--- src/rtl/pbus_pkg.sv ---
package pbus_pkg;

    localparam int BUS_W = 32;
    localparam int BE_W  = BUS_W / 8;

    typedef enum logic [1:0] {
        ST_IDLE,
        ST_ADDR,
        ST_DATA,
        ST_DONE
    } seq_state_e;

    typedef struct packed {
        logic [BUS_W-1:0] addr;
        logic [BE_W-1:0]  be;
        logic [BUS_W-1:0] wdata;
        logic             io;
        logic             write;
    } xfer_req_t;

    // command: bit2 set for memory space, bit1 always set, bit0 = write
    function automatic logic [BE_W-1:0] cmd_code(input logic io, input logic write);
        logic [BE_W-1:0] c;
        c = '0;
        c[2] = ~io;
        c[1] = 1'b1;
        c[0] = write;
        return c;
    endfunction

endpackage

--- src/rtl/pbus_claim_timer.sv ---
module pbus_claim_timer #(
    parameter int LIMIT = 6
) (
    input  logic clk,
    input  logic rst,
    input  logic run,
    input  logic devsel_n,
    output logic expired
);
    localparam int CW = $clog2(LIMIT + 1);

    logic [CW-1:0] cnt;
    logic          seen;

    always_ff @(posedge clk) begin
        if (rst || !run) begin
            cnt  <= '0;
            seen <= 1'b0;
        end else begin
            if (cnt != CW'(LIMIT)) cnt <= cnt + 1'b1;
            seen <= seen | ~devsel_n;
        end
    end

    // cnt holds the number of data clocks already elapsed
    assign expired = run && !seen && devsel_n && (cnt == CW'(LIMIT - 1));

endmodule

--- src/rtl/pbus_seq.sv ---
module pbus_seq
    import pbus_pkg::*;
(
    input  logic             clk,
    input  logic             rst,
    input  logic             start,
    input  xfer_req_t        req,
    input  logic             expired,
    input  logic             devsel_n,
    input  logic             trdy_n,
    input  logic [BUS_W-1:0] ad_in,
    output seq_state_e       state,
    output logic             frame_n,
    output logic             irdy_n,
    output logic [BE_W-1:0]  cbe_n,
    output logic [BUS_W-1:0] ad_out,
    output logic             ad_oe,
    output logic             done_valid,
    output logic             done_abort,
    output logic [BUS_W-1:0] done_rdata
);
    logic xfer_hit;
    assign xfer_hit = !devsel_n && !trdy_n;

    always_ff @(posedge clk) begin
        if (rst) begin
            state      <= ST_IDLE;
            done_abort <= 1'b0;
            done_rdata <= '0;
        end else begin
            unique case (state)
                ST_IDLE: if (start) state <= ST_ADDR;
                ST_ADDR: state <= ST_DATA;
                ST_DATA: begin
                    if (xfer_hit) begin
                        done_abort <= 1'b0;
                        done_rdata <= req.write ? '0 : ad_in;
                        state      <= ST_DONE;
                    end else if (expired) begin
                        done_abort <= 1'b1;
                        done_rdata <= '1;
                        state      <= ST_DONE;
                    end
                end
                ST_DONE: state <= ST_IDLE;
                default: state <= ST_IDLE;
            endcase
        end
    end

    always_comb begin
        frame_n = 1'b1;
        irdy_n  = 1'b1;
        cbe_n   = '1;
        ad_out  = '0;
        ad_oe   = 1'b0;
        unique case (state)
            ST_ADDR: begin
                frame_n = 1'b0;
                cbe_n   = ~cmd_code(req.io, req.write);
                cbe_n   = ~cbe_n;
                ad_out  = req.addr;
                ad_oe   = 1'b1;
            end
            ST_DATA: begin
                irdy_n = 1'b0;
                cbe_n  = ~req.be;
                if (req.write) begin
                    ad_oe  = 1'b1;
                    ad_out = req.wdata;
                end
            end
            default: ;
        endcase
    end

    assign done_valid = (state == ST_DONE);

endmodule

--- src/rtl/pbus_initiator.sv ---
module pbus_initiator
    import pbus_pkg::*;
#(
    parameter int DEVSEL_LIMIT = 6
) (
    input  logic             clk,
    input  logic             rst,
    input  logic             req_valid,
    output logic             req_ready,
    input  logic [BUS_W-1:0] req_addr,
    input  logic             req_io,
    input  logic             req_write,
    input  logic [BE_W-1:0]  req_be,
    input  logic [BUS_W-1:0] req_wdata,
    output logic             done_valid,
    output logic             done_abort,
    output logic [BUS_W-1:0] done_rdata,
    output logic             frame_n,
    output logic             irdy_n,
    output logic [BE_W-1:0]  cbe_n,
    output logic [BUS_W-1:0] ad_out,
    output logic             ad_oe,
    input  logic [BUS_W-1:0] ad_in,
    input  logic             devsel_n,
    input  logic             trdy_n
);
    seq_state_e state;
    xfer_req_t  held;
    logic       start;
    logic       expired;

    assign req_ready = (state == ST_IDLE);
    assign start     = req_valid && req_ready;

    always_ff @(posedge clk) begin
        if (rst) begin
            held <= '0;
        end else if (start) begin
            held.addr  <= req_addr;
            held.be    <= req_be;
            held.wdata <= req_wdata;
            held.io    <= req_io;
            held.write <= req_write;
        end
    end

    pbus_claim_timer #(.LIMIT(DEVSEL_LIMIT)) u_timer (
        .clk      (clk),
        .rst      (rst),
        .run      (state == ST_DATA),
        .devsel_n (devsel_n),
        .expired  (expired)
    );

    pbus_seq u_seq (
        .clk        (clk),
        .rst        (rst),
        .start      (start),
        .req        (held),
        .expired    (expired),
        .devsel_n   (devsel_n),
        .trdy_n     (trdy_n),
        .ad_in      (ad_in),
        .state      (state),
        .frame_n    (frame_n),
        .irdy_n     (irdy_n),
        .cbe_n      (cbe_n),
        .ad_out     (ad_out),
        .ad_oe      (ad_oe),
        .done_valid (done_valid),
        .done_abort (done_abort),
        .done_rdata (done_rdata)
    );

endmodule

--- config.mk ---
export PLATFORM = sky130hd
export DESIGN_NAME = pbus_initiator
export DESIGN_NICKNAME = d
export VERILOG_FILES = /design/src/rtl/pbus_pkg.sv /design/src/rtl/pbus_claim_timer.sv /design/src/rtl/pbus_seq.sv /design/src/rtl/pbus_initiator.sv
export SDC_FILE = /design/constraint.sdc
export NUM_CORES = 1
export LEC_CHECK = 0
export ABC_CLOCK_PERIOD_IN_PS = 2040
export BUFFER_PORTS_ARGS = -buffer_cell sky130_fd_sc_hd__buf_2
export CAP_MARGIN = 10
export CORE_MARGIN = 3
export CORE_UTILIZATION = 49
export CTS_CLUSTER_DIAMETER = 100
export DETAILED_ROUTE_END_ITERATION = 16
export PLACE_DENSITY = 0.8
export SYNTH_ARGS = -nofsm -noshare
export SYNTH_HDL_FRONTEND = slang
export SYNTH_SLANG_ARGS = --single-unit
--- constraint.sdc ---
create_clock -name clk -period 2.04 [get_ports clk]
set_input_delay 0.408 -clock clk [delete_from_list [all_inputs] [get_ports clk]]
set_output_delay 0.408 -clock clk [all_outputs]
set_load 0.02 [all_outputs]
# [Yosys cells after proc, flatten, opt, wreduce, memory -nomap -nowiden]
# Index checks and enable logic that the tools add are counted.
[totals] reg_bits=109 inputBits=107 output_inout_bits=74 word_cells=54
[classes] n_addsub=1 n_eq_ne=7 n_mux=16 bitwise=6 reduce_logical=14
[ops] cell="$mux W32" n=4
[ops] cell="$pmux W32 S2" n=1
[ops] cell="$not A4 Y4" n=2
[ops] cell="$pmux W2 S4" n=1
[ops] cell="$pmux W4 S2" n=1
[ops] cell="$mux W2" n=3
[ops] cell="$logic_and A1 B1 Y1" n=5
[ops] cell="$mux W1" n=5
[ops] cell="$eq A2 B2 Y1 const B" n=2
[ops] cell="$logic_not A1 Y1" n=4
[ops] cell="$not A3 Y4" n=1
[ops] cell="$reduce_and A2 Y1" n=2
[ops] cell="$add A3 B1 Y3 const B" n=1
[ops] cell="$eq A3 B3 Y1 const B" n=1
[ops] cell="$ne A3 B2 Y1 const B" n=1
[ops] cell="$ne A3 B3 Y1 const B" n=1
[ops] cell="$eq A2 B1 Y1 const B" n=1
[ops] cell="$logic_not A2 Y1" n=1
[ops] cell="$ne A2 B1 Y1 const B" n=1
[ops] cell="$not A1 Y1" n=2
[ops] cell="$pmux W1 S2" n=1
[ops] cell="$reduce_bool A2 Y1" n=1
[ops] cell="$logic_or A1 B1 Y1" n=1
[ops] cell="$or A1 B1 Y1" n=1

# [Logic depth before layout (Yosys ltp)]
[logic_depth] depth_word=7 mapped_depth=7 mapped_depth_nobuf=5

# [By module]
# From an unflattened synthesis, not the netlist that was laid out.
[unflattened] cells_unflattened=578 area_unflattened_um2=5759.3
[by_module_without_submodules] mod="pbus_initiator" instances=1 cells_per_inst=306 area_each_um2=3209.3 seq_area_each_um2=1401.3
[by_module_without_submodules] mod="pbus_seq" instances=1 cells_per_inst=250 area_each_um2=2327.2 seq_area_each_um2=700.7
[by_module_without_submodules] mod="pbus_claim_timer" instances=1 cells_per_inst=22 area_each_um2=222.7 seq_area_each_um2=80.1

# [Least setup slack after synthesis]
# Ideal clock, no wire load.
[synth_path] path_type="reg2out" start="reg u_seq.state[0]" end="out ad_out[18]" arrival_time_ns=1.558 required_time_ns=1.632 path_slack_ns=0.074 path_stages_with_launch=8 path_buffers=2 cell_sequence="dfxtp_1 inv_1 ha_1 and2_1 clkbuf_1 buf_2 a22oi_1 nor2b_1"
[synth_between] elab_chain_len=2 word_cells_on_any_way=3 classes_between="2 x eq/ne; 1 x mux"
[synth_rtl] element="start: declaration" line="pbus_seq.sv:12" source="output seq_state_e state,"
[synth_rtl] element="start signal: assignment" line="pbus_seq.sv:27" source="state <= ST_IDLE;"
[synth_rtl] element="start signal: assignment" line="pbus_seq.sv:32" source="ST_IDLE: if (start) state <= ST_ADDR;"
[synth_rtl] element="start signal: assignment" line="pbus_seq.sv:33" source="ST_ADDR: state <= ST_DATA;"
[synth_rtl] element="$eq A2 B2 Y1 or $eq A2 B1 Y1 (tied branches)" line="pbus_seq.sv:57" source="unique case (state)"
[synth_rtl] element="$pmux W32 S2 *" line="pbus_seq.sv:57"
[synth_rtl] element="end: declaration" line="pbus_initiator.sv:21" source="output logic [BUS_W-1:0] ad_out,"
# Every way passes the cells marked *; elsewhere a longest branch is shown, timed or not.

# [Worst setup path in the final report]
[layout_path] start="reg u_seq.state[0]" end="out ad_out[22]"
# The elaborated chain is that of the path after synthesis.

==> results.toml <==
[grt]
met1_usage_pct = 31.66
grt_util_met3_pct = 5.109
grt_pass1_vias = 4450
track_usage_pct = 24.32
grt_util_met2_pct = 40.14
top_usage_layer = "met2"
grt_max_degree = 71
gr-total-overflow = 0
grt_pass1_wl_um = 22010
antenna_found_initial = 0

[timing]
worstMarginPinSlew_ns = 0.5256
min_period_ns = 2.151
grt_setup_unrepaired = "yes"
tns_ns = -2.347
setup_ws_ns = -0.1106
hold_viol = 0
maxSlewViolCount = 0
fin_crit_sh_pct = 105.4
fmax_ghz = 0.4650
worst_clock_skew_ns = 0.009058
setup_viol = 34
relSlewSlack_pct = 64.88

[clocking]
worstSkewPairLatency_ns = 0.37
root_buffer = "clkbuf_8"
cts_buffer_depth = 2
cts_tree = "built"
numCtsBuffers = 9
cts_hold_buf = 0
cts-htree-levels = 3
cts_sinks = 109
clk_pin_slew_ns = 0.11

[layout]
stdcell_area_sq_um = 6347
nNetsFinal = 850
num-fill-cells = 746
final_cell_mix = "buf_2 (145), nand2_1 (143), dfxtp_1 (107)"
area_delta_synth_final_pct = 35.82
final_cells = 870
n_antenna_cell = 0
layout_commonest_cell = "buf_2"
drive_above_1_share_pct = 35.09

[setup_path]
worstPathRequired_ns = 1.63
critical_path_class = "register to primary output"
critPathMaxStageDelay_ns = 0.37
crit_fanout = 8
crit_chain = "inv_6 -> ha_4 -> and2_4 -> buf_12 -> buf_12 -> a22oi_1 -> nor2b_1 -> buf_4"
crit_arrival_ns = 1.74
start_kind = "register"
crit_slowest_cell = "dfxtp_4"
endpoint_kind = "primary output"
critPathMostFrequentCell = "buf_12"

[die]
initial_core_util_pct = 50.58
rows = 35
core_sq_um = 9240
fp.dieH_um = 103.7
dieArea_sq_um = 10750
fp.dieW_um = 103.7
ios = 181

[route]
drt_iter0_drc = 213
wl_um = 13120
wl_per_cell_um = 15.08
drt_first_pass_iters = 6
drc = 0
via_per_inst = 5.249
antenna_left = 0
vias = 4567

[flow_run]
drv_cap = 0

[power_and_ir_drop]
report.power.total_w = 0.006374
p_leak_nw = 2.591
p_per_area_nw_per_um2 = 1004
peakVddDrop_v = 0.0005592

[synth]
synth-edff-count = 0
synthCells = 575
synth-seq-cells = 109
synth_cell_types = 27
syn_avg_cell_area_sq_um = 8.127
postSynth.asyncResetShare_pct = 0
synth_area_sq_um = 4673
synth_ff_type = "dfxtp_1"
synth_nets = 689
ys_seq_area_share_pct = 46.69
yosysWarnings = 0

[placement]
place_area_sq_um = 5717
port_buffers = 180
place.gp.congestion = 0.8011
dp.cells = 848
hpwl_um = 8371

[min_path]
hp-class = "input pin to register"

[status]
violations = "setup timing"
status = "complete, but fails checks"
==> flip-flops by register name, summed over array words and instances (netlist names) <==
name,cells
u_seq.done_abort,1
held,70
u_seq.state,2
u_timer.cnt,3
u_seq.done_rdata,32
u_timer.seen,1
==> through the flow <==
step                      util (%)  worst slack, ns  hold slack (ns)
after global placement       61.87           0.2618           0.4366
after CTS                    68.61         -0.09459           0.2527
final                        68.69          -0.1106           0.2651
after global routing         68.69          -0.1758           0.2489
after detailed placement     61.87           0.2134           0.4396
after floorplan                  -          0.07420           0.4259
==> logic make-up (layout without fill, tap and decap cells) <==
| logic type | count (synthesis) | in the layout | synth area share, % |
|---|---|---|---|
| buf+inv | 79 | 245 | 6.640 |
| xor+xnor | 1 | 1 | 0.1875 |
| flops | 109 | 109 | 46.69 |
| simple gates | 233 | 233 | 22.94 |
| compound gates | 144 | 144 | 21.23 |
| mux | 2 | 2 | 0.4284 |
| fa+ha+maj | 7 | 7 | 1.874 |
==> final timing paths <==
kind / start / endpoint / slack (ns) / cells after the start
hold / removal: req_addr[24] / held[62] / 0.27 / 3
hold reg to reg: u_timer.seen / u_timer.seen / 0.45 / 2
setup reg to reg: u_seq.state[0] / u_seq.done_rdata[24] / 0.41 / 7
setup / recovery: u_seq.state[0] / ad_out[22] / -0.11 / 8
==> cell usage after synthesis, types with 2 or more instances <==
cell | instances | share of area, %
clkbuf_1 | 36 | 2.9
o211ai_1 | 2 | 0.32
buf_1 | 4 | 0.32
nor2b_1 | 32 | 4.3
a221oi_1 | 25 | 4.7
and2_1 | 2 | 0.27
nand2b_1 | 36 | 4.8
ha_1 | 7 | 1.9
buf_2 | 8 | 0.86
inv_1 | 30 | 2.4
a22oi_1 | 32 | 5.1
dfxtp_1 | 109 | 47
a21oi_1 | 72 | 7.7
nor2_1 | 15 | 1.2
nand2_1 | 145 | 12
a221oi_2 | 8 | 2.6
mux2i_1 | 2 | 0.43
==> area by class of cell <==
cell class / count / area (sq um) / share of cell area [%]
Timing Repair Buffer: 199 / 1328 / 20.91
Inverter: 30 / 117.6 / 1.853
Clock inverter: 5 / 60.06 / 0.9462
Multi-Input combinational cell: 387 / 2350 / 37.02
Sequential cell: 109 / 2190 / 34.50
Clock buffer: 11 / 141.4 / 2.227
Tap cell: 129 / 161.4 / 2.543
==> power breakdown <==
| group | switching (W) | leakage [nW] | internal, W |
|---|---|---|---|
| Combinational | 0.00132 | 1.61 | 0.00101 |
| Sequential | 0.000225 | 0.891 | 0.00249 |
| Clock | 0.000732 | 0.0878 | 0.000602 |
==> routing by layer <==
layer	wire [um]	part of all wire, %
met5	0	0
met4	263	2.0
met3	934	7.1
met2	6149	47
met1	5771	44
==> critical path: cells and delay by family, from the launching register on <==
| family | cells | cell delay, ns |
|---|---|---|
| DFF | 1 | 0.37 |
| buffers and inverters | 4 | 0.49 |
| and+or+nand+nor | 2 | 0.32 |
| AOI/OAI and AO/OA | 1 | 0.06 |
| adders and majority gates | 1 | 0.13 |
==> what timing repair did <==
item                                    in CTS  in global routing
pin swaps                                    2                  3
endpoints found under the hold margin        0                  0
endpoints found under the setup margin      36                 36
gates cloned                                 4                  0
resized for setup                           83                  9
setup buffers                                3                  0
(Power assumes the default switching activity.)
